[config.mk]
export PLATFORM = sky130hd
export DESIGN_NAME = sdac_bank
export DESIGN_NICKNAME = d
export VERILOG_FILES = /design/src/rtl/sdac_pkg.sv /design/src/rtl/sdac_front.sv /design/src/rtl/sdac_shreg.sv /design/src/rtl/sdac_decode.sv /design/src/rtl/sdac_chanregs.sv /design/src/rtl/sdac_bank.sv
export SDC_FILE = /design/constraint.sdc
export NUM_CORES = 1
export LEC_CHECK = 0
export BUFFER_PORTS_ARGS = -buffer_cell sky130_fd_sc_hd__buf_2
export CAP_MARGIN = 30
export CORE_MARGIN = 5
export CORE_UTILIZATION = 48
export DETAILED_ROUTE_END_ITERATION = 8
export GPL_ROUTABILITY_DRIVEN = 0
export PLACE_DENSITY = 0.74
export SYNTH_ARGS = -nofsm -noshare
export SYNTH_HDL_FRONTEND = slang
export SYNTH_HIERARCHICAL = 1
export SYNTH_SLANG_ARGS = --single-unit
[constraint.sdc]
create_clock -name clk -period 1.51 [get_ports clk]
set_input_delay 0.302 -clock clk [delete_from_list [all_inputs] [get_ports clk]]
set_output_delay 0.302 -clock clk [all_outputs]
set_load 0.01 [all_outputs]
[src/rtl/sdac_pkg.sv]
package sdac_pkg;

  localparam int unsigned DEF_NUM_CH      = 12;
  localparam int unsigned DEF_CODE_W      = 8;
  localparam int unsigned DEF_ADDR_W      = 4;
  localparam int unsigned DEF_SYNC_STAGES = 2;

  // Index of each synchronized serial pin inside the sampled bus
  typedef enum int unsigned {
    PIN_LOAD = 0,
    PIN_DIN  = 1,
    PIN_SCK  = 2
  } pin_idx_e;

  localparam int unsigned PIN_COUNT = 3;

  // Select value that addresses zero-based channel idx (selects start at 1)
  function automatic int unsigned sel_of_chan(input int unsigned idx);
    return idx + 1;
  endfunction

endpackage

[src/rtl/sdac_front.sv]
module sdac_front
  import sdac_pkg::*;
#(
  parameter int unsigned SYNC_STAGES = DEF_SYNC_STAGES
) (
  input  logic clk,
  input  logic rst,
  input  logic ser_clk,
  input  logic ser_din,
  input  logic ser_load,
  output logic shift_pulse,
  output logic load_pulse,
  output logic din_sync
);

  localparam int unsigned LAST = SYNC_STAGES - 1;

  logic [PIN_COUNT-1:0] raw;
  logic [PIN_COUNT-1:0] pipe [SYNC_STAGES];
  logic                 sck_prev;
  logic                 load_prev;

  always_comb begin
    raw           = '0;
    raw[PIN_SCK]  = ser_clk;
    raw[PIN_DIN]  = ser_din;
    raw[PIN_LOAD] = ser_load;
  end

  // Chain of synchronizer stages; the length is a parameter
  for (genvar g = 0; g < SYNC_STAGES; g++) begin : g_sync
    if (g == 0) begin : g_first
      always_ff @(posedge clk) begin
        if (rst) pipe[0] <= '0;
        else     pipe[0] <= raw;
      end
    end else begin : g_next
      always_ff @(posedge clk) begin
        if (rst) pipe[g] <= '0;
        else     pipe[g] <= pipe[g-1];
      end
    end
  end

  always_ff @(posedge clk) begin
    if (rst) begin
      sck_prev  <= 1'b0;
      load_prev <= 1'b0;
    end else begin
      sck_prev  <= pipe[LAST][PIN_SCK];
      load_prev <= pipe[LAST][PIN_LOAD];
    end
  end

  assign shift_pulse = pipe[LAST][PIN_SCK]  & ~sck_prev;
  assign load_pulse  = pipe[LAST][PIN_LOAD] & ~load_prev;
  assign din_sync    = pipe[LAST][PIN_DIN];

endmodule

[src/rtl/sdac_shreg.sv]
module sdac_shreg #(
  parameter int unsigned WORD_W = 12
) (
  input  logic              clk,
  input  logic              rst,
  input  logic              shift_en,
  input  logic              bit_in,
  output logic [WORD_W-1:0] word_q,
  output logic              msb_out
);

  always_ff @(posedge clk) begin
    if (rst)           word_q <= '0;
    else if (shift_en) word_q <= {word_q[WORD_W-2:0], bit_in};
  end

  assign msb_out = word_q[WORD_W-1];

endmodule

[src/rtl/sdac_decode.sv]
module sdac_decode
  import sdac_pkg::*;
#(
  parameter int unsigned NUM_CH = DEF_NUM_CH,
  parameter int unsigned CODE_W = DEF_CODE_W,
  parameter int unsigned ADDR_W = DEF_ADDR_W
) (
  input  logic [ADDR_W+CODE_W-1:0] word,
  input  logic                     strobe,
  output logic [NUM_CH-1:0]        wr_en,
  output logic [CODE_W-1:0]        wr_code
);

  localparam int unsigned WORD_W = ADDR_W + CODE_W;

  logic [ADDR_W-1:0] sel;

  assign sel     = word[WORD_W-1 -: ADDR_W];
  assign wr_code = word[CODE_W-1:0];

  // One comparator per channel; unused select values match none of them
  for (genvar c = 0; c < NUM_CH; c++) begin : g_match
    localparam logic [ADDR_W-1:0] MY_SEL = ADDR_W'(sel_of_chan(c));
    assign wr_en[c] = strobe & (sel == MY_SEL);
  end

endmodule

[src/rtl/sdac_chanregs.sv]
module sdac_chanregs #(
  parameter int unsigned NUM_CH = 12,
  parameter int unsigned CODE_W = 8
) (
  input  logic                     clk,
  input  logic                     rst,
  input  logic [NUM_CH-1:0]        wr_en,
  input  logic [CODE_W-1:0]        wr_code,
  output logic [NUM_CH*CODE_W-1:0] codes
);

  for (genvar c = 0; c < NUM_CH; c++) begin : g_chan
    logic [CODE_W-1:0] hold_q;

    always_ff @(posedge clk) begin
      if (rst)           hold_q <= '0;
      else if (wr_en[c]) hold_q <= wr_code;
    end

    assign codes[c*CODE_W +: CODE_W] = hold_q;
  end

endmodule

[src/rtl/sdac_bank.sv]
module sdac_bank
  import sdac_pkg::*;
#(
  parameter int unsigned NUM_CH      = DEF_NUM_CH,
  parameter int unsigned CODE_W      = DEF_CODE_W,
  parameter int unsigned ADDR_W      = DEF_ADDR_W,
  parameter int unsigned SYNC_STAGES = DEF_SYNC_STAGES
) (
  input  logic                     clk,
  input  logic                     rst,
  input  logic                     ser_clk,
  input  logic                     ser_din,
  input  logic                     ser_load,
  output logic                     ser_dout,
  output logic [NUM_CH*CODE_W-1:0] dac_codes
);

  localparam int unsigned WORD_W = ADDR_W + CODE_W;

  logic              shift_pulse;
  logic              load_pulse;
  logic              din_sync;
  logic [WORD_W-1:0] sr_q;
  logic [NUM_CH-1:0] wr_en;
  logic [CODE_W-1:0] wr_code;

  sdac_front #(
    .SYNC_STAGES (SYNC_STAGES)
  ) u_front (
    .clk         (clk),
    .rst         (rst),
    .ser_clk     (ser_clk),
    .ser_din     (ser_din),
    .ser_load    (ser_load),
    .shift_pulse (shift_pulse),
    .load_pulse  (load_pulse),
    .din_sync    (din_sync)
  );

  sdac_shreg #(
    .WORD_W (WORD_W)
  ) u_shreg (
    .clk      (clk),
    .rst      (rst),
    .shift_en (shift_pulse),
    .bit_in   (din_sync),
    .word_q   (sr_q),
    .msb_out  (ser_dout)
  );

  sdac_decode #(
    .NUM_CH (NUM_CH),
    .CODE_W (CODE_W),
    .ADDR_W (ADDR_W)
  ) u_decode (
    .word    (sr_q),
    .strobe  (load_pulse),
    .wr_en   (wr_en),
    .wr_code (wr_code)
  );

  sdac_chanregs #(
    .NUM_CH (NUM_CH),
    .CODE_W (CODE_W)
  ) u_regs (
    .clk     (clk),
    .rst     (rst),
    .wr_en   (wr_en),
    .wr_code (wr_code),
    .codes   (dac_codes)
  );

endmodule

* Word-level counts from Yosys, hierarchy flattened
Memories as Yosys holds them, arrays and structs flattened.
Cells that the tools add are included.
** Operators by class
- Muxes and demuxes :: 5
- Eq/ne operators :: 12
- Bitwise gates (word level) :: 18
** Operators by type and width (number)
- 4-bit == test, second input constant :: 5
- 4-bit by 3-bit == test with 1-bit output, second input constant :: 4
- 1-bit bitwise AND :: 14
- 4-bit by 2-bit == test with 1-bit output, second input constant :: 2
- 3-bit 2-to-1 mux :: 2
- 4-bit by 1-bit == test with 1-bit output, second input constant :: 1
- 1-bit 2-to-1 mux :: 3
- 1-bit NOT :: 2
- 1-bit OR :: 2
** Storage, ports and cells
- Output and inout bits :: 97
- Word-level logic and storage cells :: 51
- RAM bits :: 6
- Memories kept :: 1
- Input port bits :: 5
- Flip-flop bits (word level) :: 110
** Memory list
- u_front.pipe :: depth 2, bits a word 3, read ports 2, clocked after Yosys merged registers in 0, wr ports 2, RTL line sdac_front.sv:19 : logic [PIN_COUNT-1:0] pipe [SYNC_STAGES];

* Longest topological paths before layout
- Word-level depth :: 3
- Depth in mapped cells :: 6
- Mapped depth without buffers :: 5

* Modules after synthesis
Netlist, hierarchy kept.
** Modules (own cells, without submodules)
- sdac_chanregs :: cells each 319, instances 1, sequential area each 1921.8 sq um, area each 3544.6 sq um
- sdac_shreg :: cells each 39, instances 1, sequential area each 240.2 sq um, area each 427.9 sq um
- sdac_front :: cells each 18, instances 1, sequential area each 160.2 sq um, area each 222.7 sq um
- sdac_decode :: cells each 27, instances 1, sequential area each 0.0 sq um, area each 153.9 sq um

* Worst setup path before layout
No wires, ideal clock.
- Path kind :: reg-to-reg
- From :: memory u_front.pipe[1][0]
- To :: register u_regs.g_chan[2].hold_q[7]
- Library setup time :: 0.117 ns
- Setup slack :: 0.005 ns
- Path buffers :: 1
- Period minus slack after synthesis :: 1.505 ns
- Arrival time :: 1.388 ns
- Cell stages (with the launch flop) :: 7
- Path through :: dfxtp_1 > nor2b_1 > or3b_1 > nor2_1 > buf_4 > mux2i_1 > nor2_1
** RTL lines
- from (decl) :: RTL line sdac_front.sv:19
- to (signal assigned) :: RTL line sdac_chanregs.sv:17 : else if (wr_en[c]) hold_q <= wr_code;
- to (decl) :: RTL line sdac_chanregs.sv:13 : logic [CODE_W-1:0] hold_q;

==> run summary <==
io pins = 102
P_leak = 2.307 nW
Fmax achieved = 634.7 MHz
Clock Sinks = 116
largest net degree at the start of global routing = 63
P&R area growth vs syn = 30.03%
sequential group share of total power = 41.9%
Hold Path Stages = 2
failing checks = negative setup slack
cts hold-fix bufs = 0
post-layout min period = 1576 ps
DR DRC count = 0
WP data arrival = 1950 ps
Seq/Total Area, Yosys = 53.39%
Yosys Warn Count = 6
CP Launch Type = flop
skew final = 6.481 ps
DRT iter0 DRCs = 99
Critical path buffers and inverters = 1
number of global-route vias before repair = 3230
delay-heaviest family, CP = simple AND/OR/NAND/NOR gates
vias per inst = 5.005
Pwr Total = 7.342 mW
syn avg cell area = 10.79 um^2
CTS max path bufs = 2
Hold Path Class = in2reg
I/O Buffers = 101
Internal = 5.951 mW
VDD IR-drop max = 1049 uV
Netlist Area Pre-Place = 0.004349 mm^2
unrepaired setup endpoints after global routing = yes
Overflow after GRT = 0
number of hold violations in the final report = 0
setup tns final = -456.0 ps
Die H = 105.2 um
number of synthesized register bits = 116
Std-Cell Rows = 34
clock share of power = 56.7%
Largest stage delay, worst path = 430 ps
switching share of power = 18.94%
post-CTS setup buffer count = 0
Worst-path clk slew = 50 ps
Pre-Repair DR Iteration Count = 6
worst slack, placed = -36.45 ps
worst path cell trace = nor2b_4 > or3b_4 > nor2_4 > buf_8 > mux2i_2 > nor2_1
later-pin clock latency in the skew report = 500 ps
syn_nets = 408
final setup violation count = 22
cells on worst reg2reg path = 6
CTS Buf Count = 17
Worst Path Required = 1890 ps
Tot GR Track Use = 18.75%
die area = 0.01106 mm^2
flop-to-flop setup slack = -70 ps
nets@finish = 506
remaining antenna violation count = 0
Netlist cell types = 16
TritonCTS clock tree = built
share of layout cells above drive strength 1 = 35.80%
Synth Instances = 403
Die Span X = 105.2 um
CTS Root Buffer Type = clkbuf_8
Logic pwr share = 1.4%
DP HPWL = 6445 um
H-tree depth = 4
first-pass GRT wire length = 16580 um
Critical Path End Type = flop
wire per inst = 16.63 um
Final period util = 104.3%
PwrDens = 1298 mW/mm^2
status = complete, but fails checks
CP max stage cell = or3b_4
Slew HR = 45.89%
Stages on worst setup path = 6
n_diodes = 0
Routed Wire Length = 10350 um
max-slew violations = 0
antenna violations before repair = 0
# fillers = 709
CP Class = reg2reg
NetSw = 1.391 mW
Initial Util = 49.63%
CP Max Fanout = 8
via count = 3113
Worst-Margin Slew = 810.5 ps
core area = 0.008763 mm^2
commonest non-fill, non-tap cell in the layout = dfxtp_1
most frequent cells in the layout = dfxtp_1, nor2_1, buf_2, mux2i_1, clkbuf_16
final setup margin = -65.54 ps
Max Cap Violations = 0
## metal layers
layer / global-route usage [%] / wire length (um) / vias up
met5: 0 / 0 / -
met4: 6.575 / 106 / 0
met3: 6.165 / 563 / 11
met2: 31.19 / 5137 / 88
met1: 22.66 / 4538 / 1510
li1: - / - / 1504
## Yosys cell counts, drive strengths merged
library cell / instances / area (um^2)
buf: 41 / 305.3
clkbuf: 1 / 3.750
dfxtp: 116 / 2322
mux2i: 108 / 1081
nand2: 1 / 3.750
nand2b: 2 / 12.51
nand3: 1 / 5.000
nand3b: 2 / 15.01
nor2: 117 / 514.3
nor2b: 10 / 62.56
nor3: 3 / 15.01
or3b: 1 / 8.760
## power groups by stage
| stage | Sequential, mW | Combinational, mW | Clock [mW] |
|---|---|---|---|
| global route | 3.08 | 0.110 | 4.37 |
| detailed placement | 3.14 | 0.0969 | 0 |
| finish | 3.08 | 0.101 | 4.16 |
| CTS | 3.08 | 0.0995 | 4.22 |
| floorplan | 3.14 | 0.0843 | 0 |
| global placement | 3.14 | 0.0955 | 0 |
## cells by family (layout without fill, tap and decap cells)
logic type | Yosys count | after routing | synth area share, %
DFF | 116 | 116 | 53.39
and+or+nand+nor | 137 | 137 | 14.64
muxes | 108 | 108 | 24.86
buffers and inverters | 42 | 153 | 7.105
## flip-flops by register name, summed over array words and instances (netlist names)
name	cells
u_front/load_prev	1
u_shreg/word_q	12
u_front/pipe	6
u_regs/g_chan.hold_q	96
u_front/sck_prev	1
## final timing paths
check / to / start
worst max register to register: u_regs/g_chan[1].hold_q[0] / u_front/pipe[1][0]
worst min-delay path: u_front/pipe[0][1] / ser_din
worst max-delay path: u_regs/g_chan[1].hold_q[0] / u_front/pipe[1][0]
worst min register to register: u_front/pipe[1][2] / u_front/pipe[0][2]
## what timing repair did
action / CTS / global route
resized for setup: 11 / 31
endpoints found under the setup margin: 43 / 84
pin swaps: 2 / 9
## through the flow
stage	cells	hold slack [ps]	utilization [%]	instance area, um^2
after floorplan	403	373.6	-	4349
after global placement	590	425.0	55.44	4858
after detailed placement	590	429.1	55.44	4858
after CTS	622	1.459	62.98	5519
after global routing	622	27.17	64.53	5655
final	622	26.72	64.53	5655
## final cells by class
type	count	area, um^2	share of cell area (%)
clock inverter	9	148.9	2.633
clock buffer	23	476.7	8.429
timing repair buffer	121	728.2	12.88
sequential	116	2323	41.08
multi-input combinational	245	1843	32.59
tap	108	135.1	2.389
(Power assumes the default switching activity.)
